## src/rtl/timer_pkg.sv

```systemverilog
package timer_pkg;
  typedef struct packed {
    logic keep5;
    logic zero_req;
    logic keep3;
    logic down;
    logic iv_mode;
    logic halt;
  } ctl_t;

  localparam logic [5:0] CTL_RESET = 6'h21;
  localparam logic [5:0] CTL_STORE = 6'h2F;
endpackage

```

## src/rtl/tmr_prescaler.sv

```systemverilog
module tmr_prescaler #(
  parameter int PS_BITS = 4
) (
  input  logic               clk,
  input  logic               rst_n,
  input  logic               en_i,
  input  logic [PS_BITS-1:0] sel_i,
  output logic               tick_o
);
  localparam int PCW = 1 << PS_BITS;

  logic [PCW-1:0]     pcnt_q;
  logic [PCW-1:0]     mask;
  logic               prev_en_q;
  logic [PS_BITS-1:0] prev_sel_q;
  logic               restart;

  always_comb begin
    for (int b = 0; b < PCW; b++) mask[b] = (b <= int'(sel_i));
  end

  assign restart = en_i && (!prev_en_q || (sel_i != prev_sel_q));
  assign tick_o  = en_i ? (!restart && (pcnt_q == mask)) : 1'b1;

  always_ff @(posedge clk or negedge rst_n) begin
    if (!rst_n) begin
      pcnt_q     <= '0;
      prev_en_q  <= 1'b0;
      prev_sel_q <= '0;
    end else begin
      prev_en_q  <= en_i;
      prev_sel_q <= sel_i;
      if (!en_i || restart || tick_o) pcnt_q <= '0;
      else                            pcnt_q <= pcnt_q + PCW'(1);
    end
  end

  // with division enabled, two steps never fall in consecutive cycles
  a_r1_tick_gap: assert property (@(posedge clk) disable iff (!rst_n)
    (en_i && tick_o) |=> (!en_i || !tick_o));
endmodule

```

## src/rtl/tmr_match.sv

```systemverilog
module tmr_match #(
  parameter int W = 16
) (
  input  logic         step_i,
  input  logic [W-1:0] next_i,
  input  logic [W-1:0] top_i,
  input  logic [W-1:0] value_i,
  output logic         hit_o
);
  assign hit_o = step_i && (next_i == value_i) && (value_i <= top_i);
endmodule

```

## src/rtl/tmr_counter.sv

```systemverilog
module tmr_counter
  import timer_pkg::*;
#(
  parameter int W = 16
) (
  input  logic         clk,
  input  logic         rst_n,
  input  logic         tick_i,
  input  logic         ctl_wr_i,
  input  logic [5:0]   ctl_wdata_i,
  input  logic [W-1:0] interval_i,
  output ctl_t         ctl_o,
  output logic [W-1:0] count_o,
  output logic [W-1:0] next_o,
  output logic [W-1:0] top_o,
  output logic         step_o,
  output logic         wrap_o
);
  ctl_t         ctl_q;
  ctl_t         ctl_nxt;
  logic [W-1:0] count_q;
  logic         zero_now;
  logic         at_edge;

  always_comb begin
    ctl_nxt          = ctl_t'(ctl_wdata_i & CTL_STORE);
    ctl_nxt.zero_req = 1'b0;
  end

  assign zero_now = ctl_wr_i && ctl_wdata_i[4];
  assign top_o    = ctl_q.iv_mode ? interval_i : {W{1'b1}};
  assign step_o   = tick_i && !ctl_q.halt && !zero_now;

  always_comb begin
    if (ctl_q.down) begin
      at_edge = (count_q == '0);
      next_o  = at_edge ? top_o : count_q - W'(1);
    end else begin
      at_edge = (count_q >= top_o);
      next_o  = at_edge ? '0 : count_q + W'(1);
    end
  end

  assign wrap_o  = step_o && at_edge;
  assign ctl_o   = ctl_q;
  assign count_o = count_q;

  always_ff @(posedge clk or negedge rst_n) begin
    if (!rst_n) begin
      ctl_q   <= ctl_t'(CTL_RESET);
      count_q <= '0;
    end else begin
      if (ctl_wr_i) ctl_q <= ctl_nxt;
      if (zero_now)    count_q <= '0;
      else if (step_o) count_q <= next_o;
    end
  end

  a_r2_halt_hold: assert property (@(posedge clk) disable iff (!rst_n)
    (ctl_q.halt && !ctl_wr_i) |=> $stable(count_q));

  a_r7_zero_write: assert property (@(posedge clk) disable iff (!rst_n)
    (ctl_wr_i && ctl_wdata_i[4]) |=> (count_q == '0));

  a_r3_in_range: assert property (@(posedge clk) disable iff (!rst_n)
    (ctl_q.iv_mode && !ctl_wr_i && (count_q <= interval_i)) |=> (count_q <= $past(interval_i)));
endmodule

```

## src/rtl/tmr_status.sv

```systemverilog
module tmr_status #(
  parameter int NM = 3
) (
  input  logic          clk,
  input  logic          rst_n,
  input  logic          clr_i,
  input  logic          wrap_i,
  input  logic          iv_mode_i,
  input  logic [NM-1:0] hit_i,
  output logic [NM+2:0] status_o
);
  logic [NM+2:0] set_v;
  logic [NM+2:0] status_q;

  always_comb begin
    set_v         = '0;
    set_v[0]      = wrap_i && iv_mode_i;
    set_v[NM:1]   = hit_i;
    set_v[NM+1]   = wrap_i && !iv_mode_i;
  end

  always_ff @(posedge clk or negedge rst_n) begin
    if (!rst_n) status_q <= '0;
    else        status_q <= (clr_i ? '0 : status_q) | set_v;
  end

  assign status_o = status_q;

  a_r10_sticky: assert property (@(posedge clk) disable iff (!rst_n)
    !clr_i |=> ((status_q & $past(status_q)) == $past(status_q)));
endmodule

```

## src/rtl/timer_channel.sv

```systemverilog
module timer_channel
  import timer_pkg::*;
#(
  parameter int CNT_W     = 16,
  parameter int PS_BITS   = 4,
  parameter int NUM_MATCH = 3
) (
  input  logic                         clk,
  input  logic                         rst_n,
  input  logic [PS_BITS:0]             clk_cfg_i,
  input  logic                         ctl_wr_i,
  input  logic [5:0]                   ctl_wdata_i,
  output logic [5:0]                   ctl_o,
  input  logic [CNT_W-1:0]             interval_i,
  input  logic [NUM_MATCH*CNT_W-1:0]   match_i,
  input  logic                         status_clr_i,
  output logic [CNT_W-1:0]             count_o,
  output logic [NUM_MATCH+2:0]         status_o
);
  logic             tick;
  ctl_t             ctl;
  logic [CNT_W-1:0] nxt;
  logic [CNT_W-1:0] top;
  logic             step;
  logic             wrap;
  logic [NUM_MATCH-1:0] hits;

  tmr_prescaler #(.PS_BITS(PS_BITS)) u_pre (
    .clk(clk), .rst_n(rst_n),
    .en_i(clk_cfg_i[0]), .sel_i(clk_cfg_i[PS_BITS:1]),
    .tick_o(tick)
  );

  tmr_counter #(.W(CNT_W)) u_cnt (
    .clk(clk), .rst_n(rst_n), .tick_i(tick),
    .ctl_wr_i(ctl_wr_i), .ctl_wdata_i(ctl_wdata_i), .interval_i(interval_i),
    .ctl_o(ctl), .count_o(count_o), .next_o(nxt), .top_o(top),
    .step_o(step), .wrap_o(wrap)
  );

  for (genvar i = 0; i < NUM_MATCH; i++) begin : g_match
    tmr_match #(.W(CNT_W)) u_m (
      .step_i(step), .next_i(nxt), .top_i(top),
      .value_i(match_i[i*CNT_W +: CNT_W]), .hit_o(hits[i])
    );
  end

  tmr_status #(.NM(NUM_MATCH)) u_st (
    .clk(clk), .rst_n(rst_n), .clr_i(status_clr_i),
    .wrap_i(wrap), .iv_mode_i(ctl.iv_mode), .hit_i(hits),
    .status_o(status_o)
  );

  assign ctl_o = ctl;
endmodule

```

## config.mk

```make
export PLATFORM = sky130hd
export DESIGN_NAME = timer_channel
export DESIGN_NICKNAME = d
export VERILOG_FILES = /design/src/rtl/timer_pkg.sv /design/src/rtl/tmr_prescaler.sv /design/src/rtl/tmr_match.sv /design/src/rtl/tmr_counter.sv /design/src/rtl/tmr_status.sv /design/src/rtl/timer_channel.sv
export SDC_FILE = /design/constraint.sdc
export NUM_CORES = 1
export LEC_CHECK = 0
export BUFFER_PORTS_ARGS = -buffer_cell sky130_fd_sc_hd__buf_2
export CORE_MARGIN = 4
export CORE_UTILIZATION = 55
export CTS_CLUSTER_SIZE = 14
export DETAILED_ROUTE_END_ITERATION = 6
export MAX_ROUTING_LAYER = met4
export PLACE_DENSITY = 0.85
export SLEW_MARGIN = 20
export SYNTH_ARGS = -nofsm -noshare
export SYNTH_HDL_FRONTEND = slang
export SYNTH_SLANG_ARGS = --single-unit
```

## constraint.sdc

```tcl
create_clock -name clk -period 4.4 [get_ports clk]
set_clock_uncertainty 0.1 [all_clocks]
set_input_delay 0.88 -clock clk [delete_from_list [all_inputs] [get_ports clk]]
set_output_delay 0.88 -clock clk [all_outputs]
set_load 0.02 [all_outputs]
```

# --- After elaboration in Yosys (flattened, before gate mapping) ---
# Cells that the tools add are included.
word_totals:
  input_bits: 79
  out_inout_bits: 28
  wordCells: 73
  register_bits: 48
classes:
  mux: 10
  n_eq_ne: 5
  reduce_logical: 25
  order_cmp: 19
  n_addsub: 3
  bitwise_logic: 1
ops:
  columns: ["cell", "n"]
  rows:
  - ["two-way mux 16 bit", 7]
  - ["equality test 16 bit", 4]
  - ["less-or-equal comparator 16 bit", 3]
  - ["adder 16 x 1 -> 16 bit (second input constant)", 2]
  - ["less-or-equal comparator 4 bit (first input constant)", 8]
  - ["greater-or-equal comparator 16 bit", 1]
  - ["less-or-equal comparator 3 x 4 -> 1 bit (first input constant)", 4]
  - ["logical NOT 16 bit", 1]
  - ["subtractor 16 x 1 -> 16 bit (second input constant)", 1]
  - ["logical AND 1 bit", 14]
  - ["less-or-equal comparator 2 x 4 -> 1 bit (first input constant)", 2]
  - ["logical NOT 1 bit", 6]
  - ["two-way mux 6 bit", 1]
  - ["bitwise OR 6 x 5 -> 6 bit", 1]
  - ["less-or-equal comparator 1 x 4 -> 1 bit (first input constant)", 1]
  - ["!= test 4 bit", 1]
  - ["logical OR 1 bit", 3]
  - ["two-way mux 1 bit", 2]
  - ["nonzero test 2 bit", 1]

# --- Longest topological paths before layout ---
# Gate-level depths: netlist of the first run.
depth:
  depth_word: 11
  depth_mapped: 15
  mapped_depth_nobuf: 12

# --- Cells and area by module ---
# From an unflattened synthesis of the first run, not the netlist that was laid out.
unflattened:
  hier_cells: 760
  hier_area_um2: 6103.4
by_module_without_submodules:
  columns: ["module", "seq_area_each_um2", "instances", "area_per_inst_um2", "cells_each"]
  rows:
  - ["tmr_counter", 528.0, 1, 2573.7, 336]
  - ["tmr_match", 0.0, 3, 586.8, 77]
  - ["tmr_prescaler", 525.5, 1, 1581.5, 179]
  - ["tmr_status", 125.1, 1, 187.7, 14]

# --- Worst setup path after synthesis of the first run ---
# No wires, ideal clock.
synth_path:
  path_type: "input -> register"
  from: "input interval_i[13]"
  to: "register u_st.status_q[2], in the netlist u_st.status_o[2]"
  n_path_buf: 0
  t_required_ns: 4.205
  setup_ns: 0.095
  stages: 11
  slack_ns: 0.388
  arrival_ns: 3.817
  path_cell_list: "nor2_1 ha_1 a211o_1 a2111oi_2 a22oi_2 a2111oi_2 a32o_1 xnor2_1 nand4_1 or4_1 o32ai_2"
synth_via:
  elab_chain_len: 8
  word_cells_on_any_way: 10
  classes_between: "order compare: 2; eq/ne: 1; mux: 4; bitwise: 1; reduce/logical: 2"
synth_rtl:
  columns: ["item", "line_no", "rtl"]
  rows:
  - ["from (decl)", "timer_channel.sv:14", "input logic [CNT_W-1:0] interval_i,"]
  - ["two-way mux 16 bit (*)", "tmr_counter.sv:31", "assign top_o = ctl_q.iv_mode ? interval_i : {W{1'b1}};"]
  - ["greater-or-equal comparator 16 bit", "tmr_counter.sv:39", "at_edge = (count_q >= top_o);"]
  - ["two-way mux 16 bit", "tmr_counter.sv:40", "next_o = at_edge ? '0 : count_q + W'(1);"]
  - ["two-way mux 16 bit", "tmr_counter.sv:35", "if (ctl_q.down) begin"]
  - ["equality test 16 bit", "tmr_match.sv:10", "assign hit_o = step_i && (next_i == value_i) && (value_i <= top_i);"]
  - ["logical AND 1 bit", "tmr_match.sv:10", null]
  - ["logical AND 1 bit (*)", "tmr_match.sv:10", null]
  - ["bitwise OR 6 x 5 -> 6 bit (*)", "tmr_status.sv:24", "else status_q <= (clr_i ? '0 : status_q) | set_v;"]
  - ["to (signal assigned)", "tmr_status.sv:24", null]
  - ["to (decl)", "tmr_status.sv:13", "logic [NM+2:0] status_q;"]
# Mark *: on every way between the ends. The rest lies on a longest branch, timed or not.
# A chain may end at the register's enable or synchronous reset.

# --- Worst setup path in the final report of the first run ---
layout_path:
  from: "register u_cnt.ctl_q, in the netlist u_cnt.ctl_o[1]"
  to: "register u_st.status_q[2], in the netlist u_st.status_o[2]"
layout_via:
  elab_chain_len: 8
  word_cells_on_any_way: 10
  classes_between: "order compare: 2; eq/ne: 1; mux: 4; bitwise: 1; reduce/logical: 2"
layout_rtl:
  columns: ["item", "line_no", "rtl"]
  rows:
  - ["from (decl)", "tmr_counter.sv:19", "ctl_t ctl_q;"]
  - ["from (signal assigned)", "tmr_counter.sv:50", "ctl_q <= ctl_t'(CTL_RESET);"]
  - ["from (signal assigned)", "tmr_counter.sv:53", "if (ctl_wr_i) ctl_q <= ctl_nxt;"]
  - ["two-way mux 16 bit (*)", "tmr_counter.sv:31", null]
  - ["greater-or-equal comparator 16 bit", "tmr_counter.sv:39", null]
  - ["two-way mux 16 bit", "tmr_counter.sv:40", null]
  - ["two-way mux 16 bit", "tmr_counter.sv:35", null]
  - ["equality test 16 bit", "tmr_match.sv:10", null]
  - ["logical AND 1 bit", "tmr_match.sv:10", null]
  - ["logical AND 1 bit (*)", "tmr_match.sv:10", null]
  - ["bitwise OR 6 x 5 -> 6 bit (*)", "tmr_status.sv:24", null]
# Marks and branches as above.

==> Implementation_results.wiki, run 1 <==
{| class="wikitable"
! Metric !! Value
|-
| Status || completed
|-
| Reported max-cap violation count || 0
|-
| Endpoints failing hold || 0
|-
| Detailed-route via count || ~6900
|-
| Worst-skew pair later-pin latency || 330 ps
|-
| Mean instance size in the synthesized netlist || ~8 um2
|-
| Leftover overflow at the end of global routing || 0
|-
| Internal Pwr Total || 1.32 mW
|-
| Nature of the critical path startpoint || flop
|-
| Initial antenna violation count || 0
|-
| Netlist cell types || 91
|-
| Gpl congestion || 1.03
|-
| CTS Buf Count || 5
|-
| Primary flip-flop cell chosen by synthesis mapping || sky130_fd_sc_hd__dfrtp_1
|-
| Worst setup path startpoint || u_cnt.ctl_o[1]
|-
| Drt initial violations || between 800 and 900
|-
| Synthesized cell area || 6090 um2
|-
| Part of the power in registers || 21.3%
|-
| Count of nets left with antenna violations after detail routing || 0
|-
| Setup repair after global routing missed its margin || no
|-
| Proportion of synthesized chip area in sequential cells || around a fifth
|-
| Number of buffers inserted by port buffering || between 100 and 150
|-
| Placed wire-length estimate || about 19000 um
|-
| Number of gates given a new drive strength after cts || 0
|-
| Met1 capacity usage during global routing || 52.1%
|-
| Cell count after synthesis || approximately 760
|-
| Power share of the clock group || 10.9%
|-
| Wire length per cell after detailed routing || 23.5 um
|-
| Critical path start-end classification || flop to flop
|-
| Startpoint of the worst register-to-register path || u_cnt.ctl_o[1]
|-
| Area of the core || 10800 um2
|-
| Count of state elements after synthesis || 47
|-
| TritonCTS clock tree || built
|-
| Max H-tree Level || 2
|-
| Data arrival time at the worst-slack endpoint || 4240 ps
|-
| Routing usage on met3 || 8.07%
|-
| Leading cell type in the layout, fill and taps excluded || sky130_fd_sc_hd__buf_2
|-
| Highest net fanout along the worst path || 12
|-
| Number of synthesized flops with an enable pin || 0
|-
| Full die area || between 10000 and 15000 um2
|-
| Fraction of layout instances using a drive strength above 1 || 22.4%
|-
| Setup TNS after final layout || 0 ps
|-
| Power consumption || 2.90 mW
|-
| Overall routing resource usage || 37.4%
|-
| Type of the most critical hold path || flop to flop
|-
| Static Leak || 3.11 nW
|-
| Master cell of the clock root buffer || sky130_fd_sc_hd__clkbuf_8
|-
| DRC viols || 0
|-
| Routed wire length || 23700 um
|-
| CTS clock-pin slew for the worst setup and hold paths || between 100 and 150 ps
|-
| Initial cell density of the core || 56.1%
|-
| Setup Fix Bufs, Post-CTS || 0
|-
| Capturing element type of the critical path || flop
|-
| Number of top-level design ports || 107
|-
| Yosys warning total || 0
|-
| Fin crit share || 93.2%
|-
| Ys async rst share || 100%
|-
| Combinational power share || approximately two thirds
|-
| Nets || 1010
|-
| Number of buffers inserted for hold repair after clock tree synthesis || 0
|-
| GRT met2 Usage || 53.5%
|-
| Power density over the cells || approximately 420 nW/um2
|-
| Vertical die dimension || roughly 110 um
|-
| Required time at the endpoint of the critical path || 4540 ps
|-
| Deepest clock path buffer count || 2
|-
| Vias in the first global route || 6418
|-
| Count of filler cells inserted in the layout || 990
|-
| Net Sw Power || 1.58 mW
|-
| Count of final setup violators || 0
|-
| Hold path startpoint || u_cnt.ctl_o[3]
|-
| Period minus WS final || 4100 ps
|-
| Drt pass-1 iters || 6
|-
| Least-Margin Pin Slew || 714 ps
|-
| Max Slew Vio Count || 0
|-
| Worst IR Drop VDD || roughly 0.31 mV
|-
| Antenna cells || 0
|-
| Highest Clock Rate || between 200 and 250 MHz
|-
| Horizontal die dimension || 113 um
|-
| Average via count per standard cell || about 6.8
|-
| Pin count of the biggest net entering global routing || 48
|-
| Worst slew margin relative to its limit || 51.1%
|-
| TritonCTS Sinks || 47
|-
| Switching power as a share of total power || a little over half
|-
| Area growth from synthesis to layout || 14.4%
|-
| Most Crowded Layer GR || met2
|-
| Floorplan row count || 38
|-
| First-pass GRT wire length || 36500 um
|-
| Leading cell types in the layout, fill and taps excluded || sky130_fd_sc_hd__buf_2, sky130_fd_sc_hd__nand2_1, sky130_fd_sc_hd__ha_1, sky130_fd_sc_hd__nor2_1, sky130_fd_sc_hd__dfrtp_1
|}
cells by family after synthesis:
group                    synth area share, %
buffers and inverters                   5.55
multiplexers                            1.07
other                                 0.0616
XOR/XNOR                                7.05
flip-flops                              19.4
AO/OA/AOI/OAI                           27.4
adder cells (fa/ha/maj)                 13.2
AND/OR/NAND/NOR                         26.4
flip-flops by register name (all words and copies together) (netlist names):
name / cells
u_cnt.count_o: 16
u_pre.pcnt_q: 16
u_cnt.ctl_o: 5
u_st.status_o: 5
u_pre.prev_sel_q: 4
u_pre.prev_en_q: 1
cell type report:
class                   count  area [um2]  area share, %
multi-input cells         641        4570           65.7
inverters                  25        93.8           1.35
repair buffers            147         846           12.1
clock buffers               5        68.8          0.988
well taps                 140         175           2.52
clock inverters             3        28.8          0.413
flip-flops and latches     47        1180           16.9
layer usage:
layer  part of all wire (%)  vias up
met5                      0        -
met2                     42      479
met4                    4.0        0
met3                     13       82
met1                     41     3199
li1                       -     3126
synthesized netlist by cell type, drive strengths merged, types with 18 or more instances:
cell type / number / area (um2)
nand2: 70 / 275
a21oi: 34 / 174
nand4: 25 / 156
inv: 25 / 93.8
buf: 29 / 176
nand3: 30 / 155
nor3: 19 / 95.1
o21ai: 46 / 230
ha: 64 / 801
dfrtp: 45 / 1130
xor2: 29 / 254
clkbuf: 18 / 67.6
nor2: 64 / 245
xnor2: 20 / 175
through the flow:
step | hold WS, ps | setup slack (ps) | util, % | area [um2] | instances
2_1_floorplan | 413 | 388 | - | 6090 | 760
3_3_place_gp | 389 | 303 | 63.3 | 6860 | 1000
3_5_place_dp | 395 | 195 | 63.3 | 6860 | 1000
4_1_cts | 423 | 369 | 64.2 | 6960 | 1008
5_1_grt | 445 | 52.9 | 64.2 | 6960 | 1008
6_report | 432 | 301 | 64.2 | 6960 | 1008
worst max-delay path: stages (launching register included):
cell and delay [ps]:
sky130_fd_sc_hd__dfrtp_1 390, sky130_fd_sc_hd__inv_1 400, sky130_fd_sc_hd__nor2_1 160, sky130_fd_sc_hd__ha_1 320, sky130_fd_sc_hd__a211o_1 340, sky130_fd_sc_hd__a2111oi_2 350
sky130_fd_sc_hd__a22oi_2 170, sky130_fd_sc_hd__a2111oi_2 580, sky130_fd_sc_hd__a21oi_2 210, sky130_fd_sc_hd__xor2_1 190, sky130_fd_sc_hd__nand4_1 100, sky130_fd_sc_hd__or4_1 490
sky130_fd_sc_hd__o32ai_2 200
final timing paths:
path                            slack (ps)          endpoint  cells after the start
min in group asynchronous              460   u_pre.pcnt_q[9]                      1
worst max register to register         300  u_st.status_o[2]                     12
worst max-delay path                   300  u_st.status_o[2]                     12
worst min-delay path                   430    u_cnt.ctl_o[3]                      1
worst min register to register         430    u_cnt.ctl_o[3]                      1
max in group asynchronous             3310  u_cnt.count_o[4]                      1
power groups by stage:
stage | Sequential, mW | Clock [mW] | Combinational [mW]
after floorplan | 0.605 | 0 | 1.30
after global placement | 0.618 | 0 | 1.89
after detailed placement | 0.618 | 0 | 1.88
after CTS | 0.610 | 0.317 | 1.89
after global routing | 0.622 | 0.333 | 2.09
final | 0.618 | 0.317 | 1.96
Note: power is estimated with default switching activity, not from simulation.
==> inputs of run 2 (changes only) <==
Settings changed: CTS_CLUSTER_DIAMETER set to 150, REMOVE_ABC_BUFFERS set to 1.
==> run 2 against run 1 <==
Effect of this change:
- first-iteration DRC count grew 35%
- hold slack lost 150 ps
- largest cell class unchanged
- sequential power grew 3%
- wire length grew 5.3%
- highest routed layer unchanged
- sequential cell count is the same
- utilization grew 0.33 points
==> Implementation_results.wiki, run 2 (synthesis results as in run 1) <==
{| class="wikitable"
! Metric !! Value
|-
| Overall routing resource usage || between 30% and 40%
|-
| Detailed-route via count || 7000
|-
| Drt initial violations || 1095
|-
| Setup TNS after final layout || 0 ps
|-
| Type of the most critical hold path || primary input to asynchronous set/reset pin
|-
| Number of buffers inserted for hold repair after clock tree synthesis || 0
|-
| Vertical die dimension || 113 um
|-
| CTS clock-pin slew for the worst setup and hold paths || around 90 ps
|-
| Startpoint of the worst register-to-register path || u_cnt.ctl_o[1]
|-
| Highest Clock Rate || 249 MHz
|-
| Pin count of the biggest net entering global routing || 51
|-
| GRT met2 Usage || a little under 60%
|-
| Highest net fanout along the worst path || 9
|-
| Met1 capacity usage during global routing || 53.2%
|-
| Fraction of layout instances using a drive strength above 1 || 22.8%
|-
| Deepest clock path buffer count || 2
|-
| Reported max-cap violation count || 0
|-
| First-pass GRT wire length || 38300 um
|-
| Full die area || approximately 13000 um2
|-
| Routing usage on met3 || between 7 and 8%
|-
| Power density over the cells || 429 nW/um2
|-
| Initial antenna violation count || 0
|-
| Max Slew Vio Count || 0
|-
| Count of final setup violators || 0
|-
| Placed wire-length estimate || 19900 um
|-
| Static Leak || 3.13 nW
|-
| Leading cell type in the layout, fill and taps excluded || sky130_fd_sc_hd__buf_2
|-
| Gpl congestion || 1.10
|-
| Period minus WS final || 4010 ps
|-
| Count of nets left with antenna violations after detail routing || 0
|-
| Wire length per cell after detailed routing || 24.6 um
|-
| Average via count per standard cell || 6.91
|-
| Number of buffers inserted by port buffering || ~100
|-
| Worst slew margin relative to its limit || 49.2%
|-
| Area growth from synthesis to layout || 15.0%
|-
| Count of filler cells inserted in the layout || 983
|-
| Fin crit share || 91.2%
|-
| Setup repair after global routing missed its margin || no
|-
| CTS Buf Count || 5
|-
| Required time at the endpoint of the critical path || 4530 ps
|-
| Leading cell types in the layout, fill and taps excluded || sky130_fd_sc_hd__buf_2, sky130_fd_sc_hd__nand2_1, sky130_fd_sc_hd__ha_1, sky130_fd_sc_hd__nor2_1, sky130_fd_sc_hd__buf_4
|-
| Endpoints failing hold || 0
|-
| Cells on worst reg2reg path || 14
|-
| Worst IR Drop VDD || between 0.3 and 0.4 mV
|-
| Vias in the first global route || 6517
|-
| Worst reg2reg path endpoint || u_st.status_o[2]
|-
| Max H-tree Level || 2
|-
| Drt pass-1 iters || 5
|-
| Worst-skew pair later-pin latency || 330 ps
|-
| Power consumption || 3.00 mW
|-
| TritonCTS Sinks || 47
|-
| Slack of the worst reg-to-reg path || around 390 ps
|-
| Area of the core || 10800 um2
|-
| Horizontal die dimension || approximately 110 um
|-
| Leftover overflow at the end of global routing || 0
|-
| Number of gates given a new drive strength after cts || 0
|-
| Antenna cells || 0
|-
| Most Crowded Layer GR || met2
|-
| Nature of the critical path startpoint || flop
|-
| Nets || 1015
|-
| Total placed instance area || 6900 um2
|-
| Status || completed
|-
| Master cell of the clock root buffer || sky130_fd_sc_hd__clkbuf_8
|-
| DRC viols || 0
|-
| Final standard cell area without fillers || 7000 um2
|-
| Floorplan row count || 38
|-
| Final Hold Slack || 279 ps
|-
| Data arrival time at the worst-slack endpoint || 4150 ps
|-
| Setup Fix Bufs, Post-CTS || 0
|-
| Routed wire length || 24900 um
|-
| Least-Margin Pin Slew || 761 ps
|-
| Initial cell density of the core || 56.1%
|-
| TritonCTS clock tree || built
|-
| Critical path start-end classification || flop to flop
|-
| Capturing element type of the critical path || flop
|-
| Number of top-level design ports || between 100 and 150
|-
| Sequential Area || 1180 um2
|-
| Area of the multi-input gates || between 4000 and 5000 um2
|}
[run 2: worst max-delay path by stage]
stage | from | end | depth (start not counted)
floorplan | interval_i[13] | u_st.status_o[2] | 11
global placement | interval_i[14] | u_st.status_o[2] | 12
detailed placement | interval_i[14] | u_st.status_o[2] | 12
CTS | u_cnt.ctl_o[1] | u_st.status_o[2] | 14
global route | u_cnt.ctl_o[1] | u_st.status_o[3] | 15
finish | u_cnt.ctl_o[1] | u_st.status_o[2] | 14
[run 2: metal layers]
metal | up-vias | part of all wire, %
li1 | 3136 | -
met3 | 112 | 10
met2 | 475 | 43
met4 | 0 | 6.3
met5 | - | 0
met1 | 3277 | 40
[run 2: power breakdown]
part | total, mW | internal, mW | switching [mW]
Sequential | 0.636 | 0.479 | 0.157
Clock | 0.293 | 0.129 | 0.164
Combinational | 2.08 | 0.776 | 1.30
Total | 3.00 | 1.38 | 1.62
[run 2: critical path, cell delays in order (launching register included)]
cell                        delay, ps
sky130_fd_sc_hd__dfrtp_1          380
sky130_fd_sc_hd__inv_1            390
sky130_fd_sc_hd__buf_4            230
sky130_fd_sc_hd__nor2_1            80
sky130_fd_sc_hd__ha_1             320
sky130_fd_sc_hd__nand4_1          170
sky130_fd_sc_hd__or3_1            360
sky130_fd_sc_hd__a22oi_2          320
sky130_fd_sc_hd__a211oi_2         120
sky130_fd_sc_hd__buf_4            190
sky130_fd_sc_hd__o2111ai_1        230
sky130_fd_sc_hd__o22ai_1          140
sky130_fd_sc_hd__a211o_1          270
sky130_fd_sc_hd__or4_1            410
sky130_fd_sc_hd__o32ai_2          200
[run 2: area by class of cell]
type                       instances  area share [%]
multi-input combinational        641            65.3
inverter                          25            1.34
sequential                        47            16.8
clock inverter                     2           0.232
tap                              140            2.50
clock buffer                       6            1.18
timing repair buffer             152            12.6
[run 2: stage by stage]
stage / cells / utilization, % / setup slack [ps]
final: 1013 / 64.6 / 388
after global routing: 1013 / 64.6 / 251
after CTS: 1013 / 64.6 / 456
after detailed placement: 1005 / 63.7 / 295
after global placement: 1005 / 63.7 / 352
after floorplan: 713 / - / 385
==> inputs of run 3 (changes only) <==
--- a/config.mk
+++ b/config.mk
@@ -13,3 +13,2 @@
 export DETAILED_ROUTE_END_ITERATION = 6
-export MAX_ROUTING_LAYER = met4
 export PLACE_DENSITY = 0.85
==> constraint.sdc (replaced) <==
create_clock -name clk -period 4.4 [get_ports clk]
set_clock_uncertainty 0.1 [all_clocks]
set_input_delay 1.1 -clock clk [delete_from_list [all_inputs] [get_ports clk]]
set_output_delay 1.1 -clock clk [all_outputs]
set_load 0.1 [all_outputs]
==> run 3 against run 2 <==
Effect of this change:
- global-route usage fell by 1.8 points
- total power rose by 11%
- cell count rose by 0.49%
- die area did not move
- register-to-register slack got worse by 30 ps
- hold slack improved by 140 ps
- non-clock buffer count rose by 5
- combinational power rose by 13%
- highest routed layer unchanged
==> Implementation_results.wiki, run 3 (synthesis results as in run 1) <==
{| class="wikitable"
! Metric !! Value
|-
| Required time at the endpoint of the critical path || approximately 4500 ps
|-
| Master cell of the clock root buffer || sky130_fd_sc_hd__clkbuf_8
|-
| Highest net fanout along the worst path || 4
|-
| Count of final setup violators || 0
|-
| Highest Clock Rate || 243 MHz
|-
| Endpoints failing hold || 0
|-
| Slowest library cell on the worst path || sky130_fd_sc_hd__or4_1
|-
| CTS clock-pin slew for the worst setup and hold paths || 90 ps
|-
| Average via count per standard cell || a little under 7
|-
| Count of nets left with antenna violations after detail routing || 0
|-
| Type of the most critical hold path || flop to flop
|-
| Status || completed
|-
| Static Leak || 3.16 nW
|-
| Antenna cells || 0
|-
| Pin count of the biggest net entering global routing || 48
|-
| Worst-skew pair later-pin latency || 310 ps
|-
| Vias in the first global route || around 6600
|-
| Reported max-cap violation count || 0
|-
| Setup TNS after final layout || 0 ps
|-
| Critical path start-end classification || primary input to flop
|-
| Floorplan row count || 38
|-
| Max H-tree Level || 2
|-
| Startpoint of the worst register-to-register path || u_cnt.ctl_o[1]
|-
| Drt pass-1 iters || 6
|-
| DRC viols || 0
|-
| Area of the core || 10800 um2
|-
| Slack of the critical path || ~280 ps
|-
| Cell class contributing the biggest share of worst-path delay || compound AO/OA/AOI/OAI gates
|-
| Leading cell type in the layout, fill and taps excluded || sky130_fd_sc_hd__buf_2
|-
| TritonCTS clock tree || built
|-
| Routed wire length || ~25000 um
|-
| Leading cell types in the layout, fill and taps excluded || sky130_fd_sc_hd__buf_2, sky130_fd_sc_hd__nand2_1, sky130_fd_sc_hd__ha_1, sky130_fd_sc_hd__nor2_1, sky130_fd_sc_hd__buf_4
|-
| Worst slew margin relative to its limit || 50.0%
|-
| Delay of the slowest cell on the worst path || 500 ps
|-
| Switching power as a share of total power || a little under three fifths
|-
| Worst IR Drop VDD || 0.648 mV
|-
| Detailed-route via count || 6983
|-
| TritonCTS Sinks || between 40 and 50
|-
| Deepest clock path buffer count || 2
|-
| Worst path bufs/invs || 1
|-
| Number of buffers inserted by port buffering || ~100
|-
| Initial antenna violation count || 0
|-
| Power share of the clock group || under 10%
|-
| Setup repair after global routing missed its margin || no
|-
| Hold path startpoint || u_cnt.ctl_o[3]
|-
| Leftover overflow at the end of global routing || 0
|-
| Critical path cell sequence || buf_2 -> nor2_1 -> ha_1 -> o21a_1 -> a2111oi_2 -> a22oi_2 -> a2111oi_4 -> a32o_1 -> xnor2_1 -> nand4_1 -> or4_1 -> o32ai_2
|-
| First-pass GRT wire length || 37800 um
|-
| Full die area || ~13000 um2
|-
| Overall routing resource usage || 38.1%
|-
| Initial cell density of the core || a little under three fifths
|-
| Nets || about 1000
|-
| Worst setup path startpoint || interval_i[14]
|-
| Worst slack at placement || -82.0 ps
|-
| Period minus WS final || 4120 ps
|-
| Nature of the critical path startpoint || primary input
|-
| Area growth from synthesis to layout || 16.1%
|-
| CTS Buf Count || 5
|-
| Least-Margin Pin Slew || 731 ps
|-
| Number of top-level design ports || approximately 110
|-
| Internal Pwr Total || 1.43 mW
|-
| Max Slew Vio Count || 0
|-
| Part of the power in registers || 19.4%
|-
| Drt initial violations || 1103
|-
| Combinational power share || a little over two thirds
|-
| Wire length per cell after detailed routing || 24.2 um
|-
| Power density over the cells || about 470 nW/um2
|-
| Placed wire-length estimate || 20000 um
|-
| Fraction of layout instances using a drive strength above 1 || 23.1%
|-
| Gpl congestion || 1.10
|-
| Vertical die dimension || 113 um
|-
| Capturing element type of the critical path || flop
|-
| Horizontal die dimension || between 100 and 150 um
|-
| Net Sw Power || 1.90 mW
|-
| Data arrival time at the worst-slack endpoint || 4240 ps
|-
| Fin crit share || 93.7%
|}
## run 3: final timing paths
| path | to | slack [ps] | cells after the start |
|---|---|---|---|
| min | u_cnt.ctl_o[3] | 410 | 1 |
| max reg2reg | u_st.status_o[2] | 360 | 12 |
| max | u_st.status_o[2] | 280 | 12 |
| min in group asynchronous | u_st.status_o[3] | 690 | 1 |
| min reg2reg | u_cnt.ctl_o[3] | 410 | 1 |
| max in group asynchronous | u_cnt.count_o[4] | 3100 | 1 |
## run 3: what timing repair did
item | 4_1_cts | 5_1_grt
endpoints found under the setup margin | 0 | 2
hold buffers | 0 | 0
setup buffers | 0 | 0
resized for setup | 0 | 1
## run 3: final cells by class
class	instances	area (um2)
clock buffers	6	72.6
multi-input cells	641	4590
inverters	25	93.8
flip-flops and latches	47	1180
fillers	983	3780
repair buffers	157	921
well taps	140	175
clock inverters	2	37.5
## run 3: power by group through the flow
stage / sequential [mW] / combinational, mW / clock (mW)
after floorplan: 0.951 / 1.13 / 0
after global placement: 0.645 / 2.28 / 0
after detailed placement: 0.646 / 2.28 / 0
after CTS: 0.637 / 2.29 / 0.326
after global routing: 0.650 / 2.49 / 0.344
final: 0.647 / 2.36 / 0.324
## run 3: stage by stage
step	std cells	area [um2]	hold slack [ps]	utilization (%)	power, mW
after floorplan	713	5850	413	-	2.08
after global placement	1010	6940	388	64.0	2.92
after detailed placement	1010	6940	374	64.0	2.92
after CTS	1018	7050	420	65.0	3.25
after global routing	1018	7060	436	65.2	3.48
final	1018	7060	415	65.2	3.33
## run 3: worst register-to-register path, delay by kind of cell (launching register included)
family	cells	cell delay, ps
AO/OA/AOI/OAI	6	1710
AND/OR/NAND/NOR	3	850
adder cells (fa/ha/maj)	1	350
flip-flops	1	380
buffers and inverters	1	420
XOR/XNOR	1	130
## run 3: per-layer routing
layer / routed length, um / track usage (%)
met5: 0 / 0
met2: 10600 / 56.5
met3: 2650 / 7.33
met1: 9980 / 52.8
met4: 1430 / 19.3
